<file path="src/rtl/rlim_pkg.sv">
// Shared command encoding for the rank-wide limiter.
// Assumes the scheduler presents at most one command per cycle.
package rlim_pkg;
    typedef enum logic [1:0] {
        CK_NONE = 2'b00,
        CK_ACT  = 2'b01,
        CK_REF  = 2'b10,
        CK_PALL = 2'b11
    } cmd_kind_e;
endpackage

</file>
<file path="src/rtl/rlim_span_timer.sv">
// Countdown blackout timer. On load, it holds busy for len cycles counted
// from the loading cycle; a shorter reload never cuts a running span.
// Assumes len is stable in the loading cycle only.
module rlim_span_timer #(
    parameter int TW = 8
) (
    input  logic          clk,
    input  logic          rst_n,
    input  logic          load,
    input  logic [TW-1:0] len,
    output logic          busy
);
    logic [TW-1:0] cnt;
    logic [TW-1:0] nxt_load;
    logic [TW-1:0] nxt_dec;

    // Candidate values: freshly loaded span and aged current span.
    always_comb begin
        nxt_load = (len == '0) ? '0 : len - 1'b1;
        nxt_dec  = (cnt == '0) ? '0 : cnt - 1'b1;
    end

    // Keep whichever span ends later.
    always_ff @(posedge clk) begin
        if (!rst_n)
            cnt <= '0;
        else if (load && (nxt_load > nxt_dec))
            cnt <= nxt_load;
        else
            cnt <= nxt_dec;
    end

    assign busy = (cnt != '0);
endmodule

</file>
<file path="src/rtl/rlim_act_window.sv">
// Rolling record of the last NACT activate cycle stamps. It grants room for
// a new activate when the slot about to be overwritten (the oldest) is empty
// or at least faw_len cycles old. Stamps use a counter one bit wider than
// the timing values; a live entry is retired once its age reaches 2**TW, so
// wrap-around can never make an old stamp look young.
module rlim_act_window #(
    parameter int TW   = 8,
    parameter int NACT = 4
) (
    input  logic          clk,
    input  logic          rst_n,
    input  logic          take,
    input  logic [TW-1:0] faw_len,
    output logic          room
);
    localparam int CW = TW + 1;
    localparam int PW = (NACT > 1) ? $clog2(NACT) : 1;

    logic [CW-1:0] now;
    logic [CW-1:0] stamp [NACT];
    logic [CW-1:0] age   [NACT];
    logic [NACT-1:0] live;
    logic [PW-1:0] ptr;

    // Free-running cycle counter used for stamps.
    always_ff @(posedge clk) begin
        if (!rst_n) now <= '0;
        else        now <= now + 1'b1;
    end

    // Wrap-safe age of each slot.
    for (genvar g = 0; g < NACT; g++) begin : g_age
        assign age[g] = now - stamp[g];
    end

    // Oldest slot decides whether another activate fits.
    assign room = !live[ptr] || (age[ptr] >= {1'b0, faw_len});

    // Record accepted activates, retire aged-out slots.
    always_ff @(posedge clk) begin
        if (!rst_n) begin
            live <= '0;
            ptr  <= '0;
            for (int i = 0; i < NACT; i++) stamp[i] <= '0;
        end else begin
            for (int i = 0; i < NACT; i++)
                if (live[i] && age[i][CW-1]) live[i] <= 1'b0;
            if (take) begin
                stamp[ptr] <= now;
                live[ptr]  <= 1'b1;
                ptr        <= (ptr == PW'(NACT-1)) ? '0 : ptr + 1'b1;
            end
        end
    end


    full_when_blocked_chk: assert property (@(posedge clk) disable iff (!rst_n)
        !room |-> (&live));
endmodule

</file>
<file path="src/rtl/rank_act_guard.sv">
// Rank-wide limiter for activates and refreshes. It combines the
// activate-to-activate gap, the four-activate window, the refresh blackout
// and both precharge-all delays into two permission flags. It assumes the
// scheduler drives cmd_kind once per cycle; refused commands only raise viol.
module rank_act_guard #(
    parameter int TW = 8
) (
    input  logic          clk,
    input  logic          rst_n,
    input  logic [1:0]    cmd_kind,
    input  logic [TW-1:0] cfg_rrd,
    input  logic [TW-1:0] cfg_faw,
    input  logic [TW-1:0] cfg_rfc,
    input  logic [TW-1:0] cfg_pa2act,
    input  logic [TW-1:0] cfg_pa2ref,
    output logic          act_ok,
    output logic          ref_ok,
    output logic          viol
);
    import rlim_pkg::*;

    cmd_kind_e kind;
    logic is_act, is_ref, is_pall;
    logic act_take, ref_take;
    logic rrd_busy, rfc_busy, pa_act_busy, pa_ref_busy, faw_room;
    logic viol_q;

    // Decode the command and qualify it against the flags.
    always_comb begin
        kind     = cmd_kind_e'(cmd_kind);
        is_act   = (kind == CK_ACT);
        is_ref   = (kind == CK_REF);
        is_pall  = (kind == CK_PALL);
        act_take = is_act && act_ok;
        ref_take = is_ref && ref_ok;
    end

    rlim_span_timer #(.TW(TW)) u_rrd (
        .clk(clk), .rst_n(rst_n), .load(act_take), .len(cfg_rrd), .busy(rrd_busy));
    rlim_span_timer #(.TW(TW)) u_rfc (
        .clk(clk), .rst_n(rst_n), .load(ref_take), .len(cfg_rfc), .busy(rfc_busy));
    rlim_span_timer #(.TW(TW)) u_pa_act (
        .clk(clk), .rst_n(rst_n), .load(is_pall), .len(cfg_pa2act), .busy(pa_act_busy));
    rlim_span_timer #(.TW(TW)) u_pa_ref (
        .clk(clk), .rst_n(rst_n), .load(is_pall), .len(cfg_pa2ref), .busy(pa_ref_busy));

    rlim_act_window #(.TW(TW), .NACT(4)) u_win (
        .clk(clk), .rst_n(rst_n), .take(act_take), .faw_len(cfg_faw), .room(faw_room));

    // Permission flags from all constraint sources.
    assign act_ok = !rrd_busy && !rfc_busy && !pa_act_busy && faw_room;
    assign ref_ok = !rfc_busy && !pa_ref_busy;

    // One-cycle flag for a command presented against a low permission.
    always_ff @(posedge clk) begin
        if (!rst_n) viol_q <= 1'b0;
        else        viol_q <= (is_act && !act_ok) || (is_ref && !ref_ok);
    end
    assign viol = viol_q;


    rrd_gap_chk: assert property (@(posedge clk) disable iff (!rst_n)
        (act_take && cfg_rrd > 1) |=> !act_ok);

    rfc_block_chk: assert property (@(posedge clk) disable iff (!rst_n)
        (ref_take && cfg_rfc > 1) |=> (!act_ok && !ref_ok));

    pall_act_chk: assert property (@(posedge clk) disable iff (!rst_n)
        (is_pall && cfg_pa2act > 1) |=> !act_ok);

    pall_ref_chk: assert property (@(posedge clk) disable iff (!rst_n)
        (is_pall && cfg_pa2ref > 1) |=> !ref_ok);
endmodule

</file>
<file path="config.mk">
export PLATFORM = sky130hd
export DESIGN_NAME = rank_act_guard
export DESIGN_NICKNAME = d
export VERILOG_FILES = /design/src/rtl/rlim_pkg.sv /design/src/rtl/rlim_span_timer.sv /design/src/rtl/rlim_act_window.sv /design/src/rtl/rank_act_guard.sv
export SDC_FILE = /design/constraint.sdc
export NUM_CORES = 1
export LEC_CHECK = 0
export BUFFER_PORTS_ARGS = -buffer_cell sky130_fd_sc_hd__clkbuf_2
export CAP_MARGIN = 20
export CORE_MARGIN = 8
export CORE_UTILIZATION = 57
export DETAILED_ROUTE_END_ITERATION = 16
export GPL_TIMING_DRIVEN = 0
export PLACE_DENSITY = 0.75
export SETUP_SLACK_MARGIN = 0.5
export SYNTH_ARGS = -nofsm -noshare
export SYNTH_HDL_FRONTEND = slang
export SYNTH_HIERARCHICAL = 1
export SYNTH_SLANG_ARGS = --single-unit
</file>
<file path="constraint.sdc">
create_clock -name clk -period 5.17 [get_ports clk]
set_input_delay 0 -clock clk [delete_from_list [all_inputs] [get_ports clk]]
set_output_delay 0 -clock clk [all_outputs]
set_load 0.1 [all_outputs]
</file>
==> results.json <==
{
  "met3_usage_pct": 3.163,
  "areaGrowthSynthToFinish_pct": 12.93,
  "num_vias": 6276,
  "synth_area_per_cell_sq_um": 8.936,
  "top_usage_layer": "met2",
  "synthMuxAreaShare_pct": 6.713,
  "cts_sinks": 84,
  "syn_nets": 992,
  "netlist_area_sq_um": 7605,
  "path_common_cell": "buf_6",
  "drc_errors": 0,
  "grt_use_total_pct": 19.91,
  "die_w_um": 131.5,
  "drt_iter0_markers": 416,
  "clkTransAtPathRegs_ns": 0.06,
  "combPwrFrac_pct": 56.6,
  "yosys_warnings": 6,
  "cts_tree": "yes",
  "clk_path_buf_depth": 2,
  "slew_headroom_pct": 57.34,
  "outcome": "finished clean",
  "dp.cells": 1073,
  "synth_top_family_by_area": "simple AND/OR/NAND/NOR gates",
  "overflow": 0,
  "critPathTopFamily": "simple AND/OR/NAND/NOR gates",
  "power.leakage_nw": 3.860,
  "row_count": 42,
  "cts_made_buffers": 9,
  "crit_path_cell_trace": "inv_4 -> ha_2 -> fa_2 -> nand2b_1 -> a21oi_2 -> o21a_1 -> nor2_1 -> xnor2_1 -> mux2i_1 -> mux2i_1 -> ha_1 -> a21boi_2 -> o21ai_2 -> nand4b_1 -> nor4b_4 -> and3b_2 -> buf_6 -> and2_1 -> buf_6 -> and3_1 -> buf_6 -> nand2b_4",
  "synth_cells": 851,
  "rsz0062_at_grt": "false",
  "arrival_ns": 4.47,
  "fin_nets": 1060,
  "critPathRequiredTime_ns": 5.22,
  "switching_power_w": 0.001488,
  "drive_gt1_share_pct": 17.97,
  "die_h_um": 131.5,
  "seq_power_share_pct": 26.0,
  "grt_use_met2_pct": 32.57,
  "gp_congestion": 0.8856,
  "synthAdderAreaFrac_pct": 16.35,
  "setup_tns_ns": 0,
  "design.die.area_sq_um": 17290,
  "power.internal_w": 0.002081,
  "wl_um": 17190,
  "min_period_ns": 4.420,
  "p_per_area_nw_per_um2": 415.6,
  "slowest_delay_ns": 0.39,
  "yosys.area_share.simple_pct": 24.20,
  "async_flop_share_pct": 0,
  "setup_viol_count_final": 0,
  "dpl.hpwl_um": 13060,
  "synth_edf_count": 36,
  "instances_no_fill": 1100,
  "worst_pin_slew_ns": 0.6376,
  "yosys.area_share.xor_xnor_pct": 5.643,
  "wl_per_cell_um": 15.62,
  "gr-usage-met1_pct": 25.74,
  "grt_max_degree": 17,
  "yosysSeqAreaShare_pct": 26.85,
  "startpoint_type": "flop",
  "antenna_cells": 0,
  "worstHoldPathType": "primary input to flop",
  "yosysUniqueCellTypes": 61,
  "start_util_pct": 57.89,
  "clock.fmax_mhz": 226.2,
  "antenna_found_initial": 0,
  "critPathLaunch": "u_win/now[0]$_SDFF_PN0_",
  "maxCapViolations": 0,
  "ant_nets": 0,
  "htreeDepth": 3,
  "switching_share_pct": 41.69,
  "hold_path.startpoint": "cfg_pa2ref[4]",
  "reg2reg_from": "u_win/now[0]$_SDFF_PN0_",
  "end_kind": "flop",
  "cp_num_buf_inv": 4,
  "root_buffer": "clkbuf_16",
  "finalHoldViolCount": 0,
  "core_area_sq_um": 13140,
  "grt_pass1_wl_um": 28840,
  "first_pass_iters": 5,
  "finClkSkew_ns": 0.006984,
  "fin_crit_sh_pct": 85.49,
  "synth_compound_area_share_pct": 14.64,
  "cp_max_fo": 11,
  "pin_count": 47,
  "grt_pass1_vias": 6013,
  "io_buffers": 46,
  "ir_drop_v": 0.0003080,
  "slowest_stage": "dfxtp_4",
  "slew_viol_final": 0,
  "worstSkewPairLatency_ns": 0.34,
  "clockPowerShare_pct": 17.4,
  "ys_ff_latch": 84,
  "ys.flop_type": "dfxtp_1",
  "viasPerCell": 5.705,
  "critPathKind": "flop to flop"
}
[final cells by class]
| type | instances | area (sq um) |
|---|---|---|
| inverters | 64 | 242.7 |
| clock buffers | 12 | 257.7 |
| plain buffers | 26 | 210.2 |
| clock inverters | 4 | 22.52 |
| well taps | 176 | 220.2 |
| flip-flops and latches | 84 | 2056 |
| repair buffers | 55 | 305.3 |
| multi-input cells | 679 | 5274 |
| fillers | 1125 | 4549 |
[through the flow]
step / power (W) / hold slack [ns] / utilization [%] / setup WS (ns) / cell area (sq um)
floorplan: 0.002506 / 0.1562 / - / 0.2327 / 7686
global placement: 0.002876 / 0.3106 / 61.93 / 0.1181 / 8137
detailed placement: 0.002918 / 0.3141 / 61.93 / 0.08031 / 8137
CTS: 0.003556 / 0.09005 / 64.68 / 0.5163 / 8497
global route: 0.003899 / 0.1236 / 65.37 / 0.4967 / 8588
finish: 0.003569 / 0.1003 / 65.37 / 0.7500 / 8588
[final timing paths]
kind,slack [ns],depth (start not counted),to
min reg2reg,0.52,2,u_win/live[0]$_SDFF_PN0_
max,0.75,22,u_win/stamp[1][5]$_SDFFCE_PN0P_
min,0.10,5,u_pa_ref/cnt[4]$_SDFF_PN0_
max reg2reg,0.75,22,u_win/stamp[1][5]$_SDFFCE_PN0P_
[what timing repair did]
item                                   4_1_cts  5_1_grt
endpoints found under the hold margin        1        0
setup endpoints to repair                   57       56
hold buffers                                 3        0
gates cloned                                 1        1
pin swaps                                    0        6
buffers inserted                             0        6
gates resized for setup                     13       17
[cell usage in the layout, fill, tap and decap left out, types with 5 or more instances in the layout]
master and instances:
nand3b_1 15, ha_1 87, nor3b_1 5, nor2_1 69
edfxtp_1 36, xor2_1 23, inv_1 61, a21boi_0 7
nand3_1 15, o211a_1 12, mux2_2 12, o211ai_1 6
a21oi_1 38, dfxtp_1 43, buf_6 13, nand4_1 11
a211oi_1 7, clkbuf_2 46, o21ai_0 36, and3_1 26
o21ai_1 10, o21a_1 14, nand2b_1 17, mux2i_1 26
clkbuf_1 12, nand2_1 62, xnor2_1 26, nor2b_1 10
nor4b_4 5, clkbuf_16 10, buf_4 6, o2111ai_1 5
nor3_1 20, and2_1 21, or3_1 8
[tightest hold or removal path, cell delays in order]
cell and delay, ns:
clkbuf_2 0.11, xnor2_1 0.11, a21oi_1 0.06, nand2_1 0.06, o21ai_1 0.05
[synth_stat cells, types with 6 or more instances]
cell / n / area (sq um)
and3_1: 26 / 162.7
nor2b_1: 11 / 68.82
nand3_1: 15 / 75.07
nor3_1: 20 / 100.1
clkbuf_1: 13 / 48.80
and2_1: 21 / 131.4
xnor2_1: 26 / 227.7
ha_1: 93 / 1164
nor2_1: 69 / 259.0
a211oi_1: 8 / 60.06
or3_1: 8 / 50.05
mux2_2: 12 / 135.1
nand3b_1: 15 / 112.6
a21boi_0: 9 / 67.56
nand4_1: 11 / 68.82
o21ai_0: 39 / 195.2
a21oi_1: 42 / 210.2
edfxtp_1: 36 / 1081
inv_1: 63 / 236.5
o211a_1: 12 / 120.1
mux2i_1: 26 / 260.3
o211ai_1: 6 / 45.04
nand2b_1: 19 / 118.9
nand2_1: 65 / 244.0
o21a_1: 14 / 105.1
buf_6: 10 / 112.6
o21ai_1: 8 / 40.04
dfxtp_1: 48 / 960.9
xor2_1: 23 / 201.4
[sequential cells by signal (all words and copies together) (netlist names)]
signal	flops
u_win/now	9
u_win/stamp	36
u_rrd/cnt	8
u_win/ptr	2
u_rfc/cnt	8
u_pa_ref/cnt	8
u_win/live	4
u_pa_act/cnt	8
viol	1
[logic make-up (layout without fill, tap and decap cells)]
kind of cell,count (synthesis),in the layout
mux,43,43
simple gates,318,320
flops,84,84
buf+inv,90,161
xor+xnor,49,49
compound gates,170,170
fa+ha+maj,97,97
[power groups by stage]
stage / clock [W] / sequential (W) / combinational, W
after floorplan: 0 / 0.000923 / 0.00158
after global placement: 0 / 0.000938 / 0.00194
after detailed placement: 0 / 0.000942 / 0.00198
after CTS: 0.000631 / 0.000928 / 0.00200
after global routing: 0.000661 / 0.000950 / 0.00229
final: 0.000620 / 0.000929 / 0.00202
[layer usage]
layer / routed length, um / part of all wire, % / vias to the layer above
li1: - / - / 3202
met1: 8164 / 48 / 2913
met2: 7848 / 46 / 134
met3: 752 / 4.4 / 27
met4: 421 / 2.4 / 0
met5: 0 / 0 / -
Note: power is estimated with default switching activity, not from simulation.
